===== src/rtl/hsk_pkg.sv =====
package hsk_pkg;
    typedef enum logic [1:0] {
        ST_IDLE   = 2'd0,
        ST_SETTLE = 2'd1,
        ST_REQ    = 2'd2,
        ST_REL    = 2'd3
    } hsk_state_t;
endpackage


===== src/rtl/hsk_sync.sv =====
module hsk_sync #(
    parameter int STAGES = 2
) (
    input  logic clk,
    input  logic rst_n,
    input  logic din,
    output logic dout
);
    logic [STAGES-1:0] sh_d, sh_q;

    always_comb begin
        sh_d = {sh_q[STAGES-2:0], din};
    end

    always_ff @(posedge clk or negedge rst_n) begin
        if (!rst_n) sh_q <= '0;
        else        sh_q <= sh_d;
    end

    assign dout = sh_q[STAGES-1];
endmodule


===== src/rtl/hsk_settle.sv =====
module hsk_settle #(
    parameter int CW = 8
) (
    input  logic          clk,
    input  logic          rst_n,
    input  logic          load,
    input  logic [CW-1:0] load_val,
    output logic          zero
);
    logic [CW-1:0] cnt_d, cnt_q;

    always_comb begin
        cnt_d = cnt_q;
        if (load)              cnt_d = load_val;
        else if (cnt_q != '0)  cnt_d = cnt_q - CW'(1);
    end

    always_ff @(posedge clk or negedge rst_n) begin
        if (!rst_n) cnt_q <= '0;
        else        cnt_q <= cnt_d;
    end

    assign zero = (cnt_q == '0);

    // the settle count steps down by one per cycle when not reloaded
    p_count_down_r3: assert property (@(posedge clk) disable iff (!rst_n)
        (!load && !zero) |=> (cnt_q == $past(cnt_q) - CW'(1)));
endmodule


===== src/rtl/hsk_master.sv =====
module hsk_master
    import hsk_pkg::*;
#(
    parameter int AW          = 8,
    parameter int DW          = 8,
    parameter int CW          = 8,
    parameter int SYNC_STAGES = 2
) (
    input  logic          clk,
    input  logic          rst_n,
    input  logic          cmd_valid,
    input  logic          cmd_write,
    input  logic [AW-1:0] cmd_addr,
    input  logic [DW-1:0] cmd_wdata,
    input  logic [CW-1:0] settle_cycles,
    output logic          cmd_ready,
    output logic          done,
    output logic [DW-1:0] rdata,
    output logic [AW-1:0] bus_addr,
    output logic          bus_rnw,
    output logic [DW-1:0] bus_dout,
    output logic          bus_doe,
    input  logic [DW-1:0] bus_din,
    output logic          bus_req,
    input  logic          bus_ack
);
    typedef struct packed {
        hsk_state_t    st;
        logic [AW-1:0] addr;
        logic          rnw;
        logic [DW-1:0] wd;
        logic          doe;
        logic          req;
        logic          done;
        logic [DW-1:0] rd;
    } regs_t;

    regs_t r_d, r_q;
    logic  ack_s;
    logic  settle_zero;
    logic  settle_load;

    hsk_sync #(.STAGES(SYNC_STAGES)) u_sync (
        .clk  (clk),
        .rst_n(rst_n),
        .din  (bus_ack),
        .dout (ack_s)
    );

    hsk_settle #(.CW(CW)) u_settle (
        .clk     (clk),
        .rst_n   (rst_n),
        .load    (settle_load),
        .load_val(settle_cycles),
        .zero    (settle_zero)
    );

    always_comb begin
        r_d         = r_q;
        r_d.done    = 1'b0;
        settle_load = 1'b0;
        case (r_q.st)
            ST_IDLE: begin
                if (cmd_valid) begin
                    r_d.addr    = cmd_addr;
                    r_d.rnw     = !cmd_write;
                    r_d.wd      = cmd_wdata;
                    r_d.doe     = cmd_write;
                    settle_load = 1'b1;
                    r_d.st      = ST_SETTLE;
                end
            end
            ST_SETTLE: begin
                if (settle_zero) begin
                    r_d.req = 1'b1;
                    r_d.st  = ST_REQ;
                end
            end
            ST_REQ: begin
                if (ack_s) begin
                    r_d.req = 1'b0;
                    if (r_q.rnw) r_d.rd = bus_din;
                    r_d.st  = ST_REL;
                end
            end
            ST_REL: begin
                if (!ack_s) begin
                    r_d.doe  = 1'b0;
                    r_d.done = 1'b1;
                    r_d.st   = ST_IDLE;
                end
            end
            default: r_d.st = ST_IDLE;
        endcase
    end

    always_ff @(posedge clk or negedge rst_n) begin
        if (!rst_n) begin
            r_q.st   <= ST_IDLE;
            r_q.addr <= '0;
            r_q.rnw  <= 1'b1;
            r_q.wd   <= '0;
            r_q.doe  <= 1'b0;
            r_q.req  <= 1'b0;
            r_q.done <= 1'b0;
            r_q.rd   <= '0;
        end else begin
            r_q <= r_d;
        end
    end

    assign cmd_ready = (r_q.st == ST_IDLE);
    assign done      = r_q.done;
    assign rdata     = r_q.rd;
    assign bus_addr  = r_q.addr;
    assign bus_rnw   = r_q.rnw;
    assign bus_dout  = r_q.wd;
    assign bus_doe   = r_q.doe;
    assign bus_req   = r_q.req;

    // bus fields stay put throughout a transfer
    p_addr_hold_r2: assert property (@(posedge clk) disable iff (!rst_n)
        (!cmd_ready && $past(!cmd_ready)) |->
            ($stable(bus_addr) && $stable(bus_rnw) && $stable(bus_dout)));

    // request rises only once the settle counter has expired
    p_req_after_settle_r3: assert property (@(posedge clk) disable iff (!rst_n)
        $rose(bus_req) |-> ($past(settle_zero) && $past(r_q.st == ST_SETTLE)));

    // request drops only after synchronized acknowledge was high
    p_req_drop_r4: assert property (@(posedge clk) disable iff (!rst_n)
        $fell(bus_req) |-> $past(ack_s));

    // completion only after acknowledge seen low with request released
    p_done_after_release_r5: assert property (@(posedge clk) disable iff (!rst_n)
        done |-> (!bus_req && $past(!ack_s)));

    // data output enable only on writes, only while busy
    p_doe_write_r7: assert property (@(posedge clk) disable iff (!rst_n)
        bus_doe |-> (!bus_rnw && !cmd_ready));

    // done is a single-cycle pulse
    p_done_pulse_r8: assert property (@(posedge clk) disable iff (!rst_n)
        done |=> !done);

    // idle with no command stays idle
    p_idle_wait_r9: assert property (@(posedge clk) disable iff (!rst_n)
        (cmd_ready && !cmd_valid) |=> (cmd_ready && !bus_req));
endmodule


===== config.mk =====
export PLATFORM = sky130hd
export DESIGN_NAME = hsk_master
export DESIGN_NICKNAME = d
export VERILOG_FILES = /design/src/rtl/hsk_pkg.sv /design/src/rtl/hsk_sync.sv /design/src/rtl/hsk_settle.sv /design/src/rtl/hsk_master.sv
export SDC_FILE = /design/constraint.sdc
export NUM_CORES = 1
export LEC_CHECK = 0
export CAP_MARGIN = 20
export CORE_AREA = 2 2 81 52
export CTS_CLUSTER_SIZE = 14
export DETAILED_ROUTE_END_ITERATION = 8
export DIE_AREA = 0 0 83 54
export DONT_BUFFER_PORTS = 1
export PLACE_DENSITY_LB_ADDON = 0.1
export SLEW_MARGIN = 40
export SYNTH_ARGS = -nofsm -noshare
export SYNTH_HDL_FRONTEND = slang
export SYNTH_SLANG_ARGS = --single-unit

===== constraint.sdc =====
create_clock -name clk -period 2.5 [get_ports clk]
set_input_delay 0.375 -clock clk [delete_from_list [all_inputs] [get_ports clk]]
set_output_delay 0.375 -clock clk [all_outputs]
set_load 0.05 [all_outputs]

==> flow_summary.ini, run 1 <==
[run_status]
status = complete, no violations

[drt]
route.detailed.wl_per_inst_microns = 16.3
detail_route.wirelength_microns = 3240
dr_total_vias = 1067
detail_route.iter0.violations = 56
drt_pass_1_iters = 4
post-route-drc-count = 0
via_per_inst = 5.36
detail-route-antenna-nets = 0

[sta]
fin_hold_ws_ns = 0.117
slew_viol_final = 0
finalSetupViolCount = 0
finalHoldViolations = 0
timing.final.crit_share_pct = 73.2
final.min_clock_period_ns = 1.83
timing_limited_maximum_frequency_ghz = 0.547
slew_headroom_pct = 56.9
final.setup.tns_ns = 0
worstMarginPinSlew_ns = 0.641
unrepaired_setup_endpoints_after_global_routing = false
fin_worst_skew_ns = 0.00560

[logic_synthesis]
yosys.area_share.simple_pct = 8.95
synth_seq_cells = 40
complex_gate_fraction_of_the_synthesized_area_pct = 6.77
netlist_area_sq_um = 1960
synth.distinct_cells = 34
synth_enable_flop_cells = 0
xor_xnor_cell_area_share_of_the_yosys_netlist_pct = 0.447
synth.yosys.warnings = 0
part_of_the_yosys_area_used_for_sequential_elements_pct = 51.2
syn-mean-instance-area_sq_um = 11.9
synth_top_family_by_area = multiplexers
post_synthesis_cell_count = 164
dominantRegCellSynth = sky130_fd_sc_hd__dfrtp_1
postSynth.asyncResetShare_pct = 100
syn_nets = 208
yosys-mux-area-fraction_pct = 16.6
synth-adder-area-share_pct = 4.47

[critical_path]
critPathMaxFanout = 10
setup.worst_path.end_class = flop
critPathLaunchType = flop
crit_slowest_cell = sky130_fd_sc_hd__dfrtp_1
cp_cell_sequence = inv_1 -> ha_1 -> and2b_1 -> nand3_4 -> a221o_2 -> mux2_4
worstSetupPathType = reg2reg
family_with_the_most_delay_on_the_worst_path = flip-flops
timing.rr.start = u_settle.cnt_q[0]
max_stage_delay_ns = 0.43
critical_path_arrival_ns = 2.00
timing.critical_path.buf_inv = 1
critical_path_required_ns = 2.67
worstRegToRegCells = 6
worstReg2RegEnd = r_q[29]
reg2reg_slack_ns = 0.67

[pwr]
switch_share_pct = 21.9
power_per_cell_area_nw_per_um2 = 576
clock_power_share_pct = 37.4
switchingPower_mw = 0.248
pwr-share-comb_pct = 2.2
power_frac_seq_pct = 60.4
static-leakage-power_nw = 0.917
post-layout-total-power_mw = 1.13
intPower_mw = 0.884
vdd_ir_drop_max_mv = 0.328

[floorplan]
fp.dieW_microns = 83
fp.dieArea_sq_um = 4480
floorplan.initialDensity_pct = 50.8
placeableCoreArea_sq_um = 3850
rows = 18
io-pin-count = 66
floorplan.die.height_microns = 54

[grt]
total_track_usage_pct = 15.3
first_global_vias = 1085
grt-ovfl-total = 0
grt_max_degree = 41
antenna_found_initial = 0
grt_first_pass_wirelength_microns = 5130

[final_layout]
antenna-diode-count = 0
seqCellArea_sq_um = 1000
final.fill_count = 343
layout-drive-gt1-share_pct = 28.9
final_net_count = 192
multi_input_area_sq_um = 729
area_growth_pct = 0.384
stdcell_area_sq_um = 1970

[placed_design]
io_buffer_count = 0
post-dp-hpwl_microns = 2410
place_area_sq_um = 1840
gp_congestion = 0.773

[worst_hold_path]
hold_path_class = in2reg
hold_path.startpoint = bus_ack
min_to = u_sync.sh_q[0]
hold-path-cell-count = 0

[clock_network]
number_of_buffers_added_by_the_clock_tree_synthesis_step = 5
postCtsSetupBuffers = 0
clkSlewWorstSetupHoldPaths_ns = 0.07
clock-root-buffer = sky130_fd_sc_hd__clkbuf_8
worst_skew_pair.late_latency_ns = 0.28
cts.path.max_buffers = 2
cts_htree_levels = 2
clock-sinks = 40
cts_tree = built

[run]
maxCapViolCount = 0
[worst max-delay path by stage]
stage / slack (ns) / to / from / depth (start not counted)
final: 0.67 / r_q[29] / u_settle.cnt_q[0] / 6
after global routing: 0.54 / u_settle.cnt_q[2] / r_q[29] / 7
after CTS: 0.67 / r_q[29] / u_settle.cnt_q[0] / 6
after detailed placement: 0.68 / r_q[29] / u_settle.cnt_q[0] / 6
after global placement: 0.72 / r_q[29] / u_settle.cnt_q[0] / 6
after floorplan: 0.56 / bus_dout[1] / r_q[28] / 5
[per-stage QoR]
| step | util (%) | worst slack, ns | instances |
|---|---|---|---|
| after floorplan | - | 0.557 | 164 |
| after global placement | 47.9 | 0.724 | 189 |
| after detailed placement | 47.9 | 0.682 | 189 |
| after CTS | 51.0 | 0.667 | 199 |
| after global routing | 51.0 | 0.538 | 199 |
| final | 51.0 | 0.671 | 199 |
[cell families (layout without fill, tap and decap cells)]
logic type / after synthesis / in the layout
simple gates: 31 / 31
mux: 29 / 29
buf+inv: 36 / 21
compound gates: 20 / 20
flops: 40 / 40
xor+xnor: 1 / 1
fa+ha+maj: 7 / 7
[cells in the mapped netlist (all sizes together) (2+ instances only)]
cell     n  area [sq um]
inv      9          33.8
a31oi    4          25.0
o21ai    5          25.0
ha       7          87.6
mux2    25           285
nor2    13          51.3
nor3     2          21.3
buf     25           185
nor3b    2          15.0
dfrtp   39           976
mux2i    4          40.0
a21boi   2          15.0
clkbuf   2          7.51
nand3    2          22.5
a21oi    4          20.0
nand2    6          22.5
[metal layers]
layer,vias up,global-route usage [%],wire length (microns)
met5,-,0,0
met2,40,23.0,1470
met3,2,5.52,223
met1,520,20.8,1530
met4,0,5.19,7
li1,505,-,-
[registers in the layout, summed over array words and instances (netlist names)]
signal,count
bus_addr,8
bus_dout,8
rdata,8
u_settle.cnt_q,8
r_q,2
u_sync.sh_q,2
bus_doe,1
bus_req,1
bus_rnw,1
done,1
[cell type report]
cell class | instances | area share (%)
timing repair buffer | 4 | 2.29
clock buffer | 6 | 4.20
tap | 50 | 3.18
inverter | 9 | 1.72
multi-input combinational | 88 | 37.1
sequential | 40 | 51.0
clock inverter | 2 | 0.509
[power by group through the flow]
stage | logic [mW] | registers [mW] | clock network (mW)
2_1_floorplan | 0.0414 | 0.671 | 0
3_3_place_gp | 0.00733 | 0.697 | 0
3_5_place_dp | 0.00809 | 0.697 | 0
4_1_cts | 0.0260 | 0.684 | 0.443
5_1_grt | 0.0286 | 0.685 | 0.474
6_report | 0.0246 | 0.684 | 0.424
[what timing repair did]
action | 4_1_cts | 5_1_grt
gates resized for setup | 0 | 0
hold endpoints to repair | 40 | 0
hold buffers | 2 | 0
endpoints found under the setup margin | 0 | 0
[layout by cell type, fill, tap and decap left out]
cell type and instances:
sky130_fd_sc_hd__dfrtp_1 39, sky130_fd_sc_hd__mux2_2 24, sky130_fd_sc_hd__nor2_1 12, sky130_fd_sc_hd__inv_1 9
sky130_fd_sc_hd__ha_1 7, sky130_fd_sc_hd__nand2_1 6, sky130_fd_sc_hd__clkbuf_8 6, sky130_fd_sc_hd__o21ai_0 5
sky130_fd_sc_hd__mux2i_1 4, sky130_fd_sc_hd__a21oi_1 4, sky130_fd_sc_hd__a31oi_1 4, sky130_fd_sc_hd__nor3b_1 2
sky130_fd_sc_hd__a21boi_0 2, sky130_fd_sc_hd__clkinv_2 2, sky130_fd_sc_hd__buf_4 2, sky130_fd_sc_hd__nor2b_1 1
sky130_fd_sc_hd__nand3_1 1, sky130_fd_sc_hd__nor4_1 1, sky130_fd_sc_hd__nor3_4 1, sky130_fd_sc_hd__nor2_2 1
sky130_fd_sc_hd__and2b_1 1, sky130_fd_sc_hd__nand3_4 1, sky130_fd_sc_hd__a221o_2 1, sky130_fd_sc_hd__a311o_2 1
sky130_fd_sc_hd__or3b_2 1, sky130_fd_sc_hd__nor3_1 1, sky130_fd_sc_hd__mux2_4 1, sky130_fd_sc_hd__nand4_1 1
sky130_fd_sc_hd__o31ai_1 1, sky130_fd_sc_hd__a311oi_1 1, sky130_fd_sc_hd__nand3b_1 1, sky130_fd_sc_hd__a22o_1 1
sky130_fd_sc_hd__xnor2_1 1, sky130_fd_sc_hd__dfstp_2 1, sky130_fd_sc_hd__buf_12 1, sky130_fd_sc_hd__dlygate4sd3_1 1
Power figures use the tool's default switching activity.
==> run 2: changes to the inputs <==
Settings changed: ABC_AREA from default to 1, CORE_AREA 2 2 81 52 to 2 2 84 54, DIE_AREA 0 0 83 54 to 0 0 86 56.
Clock period 2.5 ns to 1.7 ns, I/O delays scaled along.
==> run 2 against run 1 <==
  * Via count up 29%
  * Sequential share of layout area decreased by 6.3 points
  * Utilization grew 5.3 points
  * Maximum frequency grew 14%
  * Critical path depth is 3 higher
  * Setup slack worse by 0.57 ns
  * Routed wire length rose by 24%
  * Largest power group unchanged
==> flow_summary.ini, run 2 <==
[sta]
slew_headroom_pct = 66.2
finalSetupViolCount = 0
fin_worst_skew_ns = 0.00711
timing.final.crit_share_pct = 94.2
slew_viol_final = 0
worstMarginPinSlew_ns = 0.508
timing_limited_maximum_frequency_ghz = 0.625
final.min_clock_period_ns = 1.60
finalHoldViolations = 0

[floorplan]
floorplan.initialDensity_pct = 53.6
fp.dieArea_sq_um = 4820
placeableCoreArea_sq_um = 3990
fp.dieW_microns = 86
io-pin-count = 66
rows = 18
floorplan.die.height_microns = 56

[critical_path]
reg2reg_slack_ns = 0.1
critPathLaunchType = flop
critical_path_required_ns = 1.89
setup.worst_path.end_class = flop
critical_path_arrival_ns = 1.79
timing.rr.start = r_q[28]
worstSetupPathType = reg2reg
worstReg2RegEnd = r_q[28]
worstRegToRegCells = 9
critPathMaxFanout = 4

[drt]
route.detailed.wl_per_inst_microns = 14.7
via_per_inst = 5.01
detail-route-antenna-nets = 0
dr_total_vias = 1373
detail_route.wirelength_microns = 4030
detail_route.iter0.violations = 116
drt_pass_1_iters = 4
post-route-drc-count = 0

[logic_synthesis]
syn-mean-instance-area_sq_um = 9.13
synth_enable_flop_cells = 0
postSynth.asyncResetShare_pct = 100
netlist_top_cells_count = sky130_fd_sc_hd__nand2_1, sky130_fd_sc_hd__dfrtp_1, sky130_fd_sc_hd__buf_4, sky130_fd_sc_hd__inv_1, sky130_fd_sc_hd__nor2_1
part_of_the_yosys_area_used_for_sequential_elements_pct = 46.9
post_synthesis_cell_count = 234
synth_top_area_share_pct = 45.7
synth.yosys.warnings = 0
dominantRegCellSynth = sky130_fd_sc_hd__dfrtp_1
netlist_area_sq_um = 2140
post-synth-top-area-cell = sky130_fd_sc_hd__dfrtp_1
syn_nets = 278
synth_seq_cells = 40
synth.area.top_cells = sky130_fd_sc_hd__dfrtp_1, sky130_fd_sc_hd__nand2_1, sky130_fd_sc_hd__buf_4
synth_most_common_cell = sky130_fd_sc_hd__nand2_1
synth.distinct_cells = 26

[final_layout]
multi_input_area_sq_um = 840
layout-drive-gt1-share_pct = 23.2
final.fill_count = 367
layout_commonest_cell = sky130_fd_sc_hd__nand2_1
area_growth_pct = 5.03
antenna-diode-count = 0
seqCellArea_sq_um = 1000
stdcell_area_sq_um = 2240
leading_cell_types_in_the_layout_fill_and_taps_excluded = sky130_fd_sc_hd__nand2_1, sky130_fd_sc_hd__dfrtp_1, sky130_fd_sc_hd__inv_1, sky130_fd_sc_hd__nor2_1, sky130_fd_sc_hd__mux2_4
final_cell_count_no_fill = 274
final_net_count = 267

[clock_network]
number_of_buffers_added_by_the_clock_tree_synthesis_step = 5
cts_htree_levels = 2
worst_skew_pair.late_latency_ns = 0.30
clock-sinks = 40
clock-root-buffer = sky130_fd_sc_hd__clkbuf_8
cts_tree = built
cts.path.max_buffers = 2
clkSlewWorstSetupHoldPaths_ns = 0.08

[worst_hold_path]
min_to = bus_rnw
hold-path-cell-count = 1
hold_path_class = in2reg
hold_path.startpoint = cmd_write

[placed_design]
gp_congestion = 0.903
placed_cells_incl_taps = 260
io_buffer_count = 0
place_area_sq_um = 2020
post-dp-hpwl_microns = 2960

[pwr]
power_per_cell_area_nw_per_um2 = 2450
power_frac_seq_pct = 50.6
vdd_ir_drop_max_mv = 1.27
pwr-share-comb_pct = 29.8
switch_share_pct = 49.2
clock_power_share_pct = 19.6
intPower_mw = 2.80
static-leakage-power_nw = 1.18
switchingPower_mw = 2.71

[grt]
total_track_usage_pct = 18.1
grt_max_degree = 41
grt-ovfl-total = 0
first_global_vias = 1378
antenna_found_initial = 0
grt_first_pass_wirelength_microns = 6570

[run]
maxCapViolCount = 0

[run_status]
status = complete, no violations
[run 2: kinds of logic (layout without fill, tap and decap cells)]
| family | Yosys count | in the layout | synth area share [%] |
|---|---|---|---|
| adders and majority gates | 7 | 7 | 4.10 |
| DFF | 40 | 40 | 46.9 |
| and+or+nand+nor | 108 | 108 | 22.9 |
| muxes | 8 | 8 | 5.62 |
| buffers and inverters | 49 | 39 | 13.9 |
| xor gates and xnor gates | 1 | 1 | 0.410 |
| AOI/OAI and AO/OA | 21 | 21 | 6.15 |
[run 2: final cells by class]
type / instances / area share [%]
Inverter: 20 / 3.46
Clock inverter: 3 / 4.01
Timing Repair Buffer: 11 / 4.63
Sequential cell: 40 / 44.6
Multi-Input combinational cell: 145 / 37.4
Clock buffer: 5 / 3.07
Tap cell: 50 / 2.79
[run 2: worst max-delay path, stage by stage (launching register included)]
cell	delay, ns
sky130_fd_sc_hd__dfrtp_1	0.39
sky130_fd_sc_hd__inv_1	0.09
sky130_fd_sc_hd__ha_2	0.20
sky130_fd_sc_hd__buf_6	0.16
sky130_fd_sc_hd__inv_1	0.07
sky130_fd_sc_hd__nor2_1	0.06
sky130_fd_sc_hd__nor3_2	0.28
sky130_fd_sc_hd__nand2_1	0.12
sky130_fd_sc_hd__nand2_1	0.07
sky130_fd_sc_hd__nand2_1	0.05
[run 2: power groups by stage]
stage / Sequential (mW) / Combinational, mW / Clock, mW
floorplan: 1.74 / 2.69 / 0
finish: 2.79 / 1.64 / 1.08
detailed placement: 2.81 / 1.54 / 0
global placement: 2.81 / 1.48 / 0
global route: 2.84 / 1.87 / 1.14
CTS: 2.79 / 1.59 / 1.10
[run 2: worst max path at each step]
| stage | start | to | cells past startpoint |
|---|---|---|---|
| after floorplan | r_q[28] | bus_addr[0] | 7 |
| after global placement | r_q[28] | r_q[29] | 9 |
| after detailed placement | r_q[28] | bus_dout[6] | 7 |
| after CTS | r_q[28] | r_q[28] | 9 |
| after global routing | r_q[28] | r_q[28] | 9 |
| final | r_q[28] | r_q[28] | 9 |
[run 2: layer usage]
metal  global-route usage [%]  part of all wire [%]  vias up
met5                        0                     0        -
met3                     6.82                   9.8        7
met4                     8.16                   1.9        0
met1                     23.9                    45      630
met2                     26.4                    43       57
li1                         -                     -      679
[run 2: what timing repair did]
action                                 4_1_cts  5_1_grt
hold buffers                                 3        0
setup endpoints to repair                    0        7
endpoints found under the hold margin       41        0
setup buffers                                0        3
resized for setup                            0        2
[run 2: stage by stage]
step           util (%)  setup TNS (ns)  hold slack, ns  setup slack [ns]  total power [mW]
5_1_grt            56.3         -0.0199         0.00408           -0.0156              5.85
4_1_cts            55.6               0          0.0147             0.114              5.48
2_1_floorplan         -               0         -0.0406             0.165              4.43
3_5_place_dp       50.6               0         -0.0390             0.150              4.36
3_3_place_gp       50.6               0         -0.0395             0.220              4.29
6_report           56.3               0          0.0175            0.0993              5.51
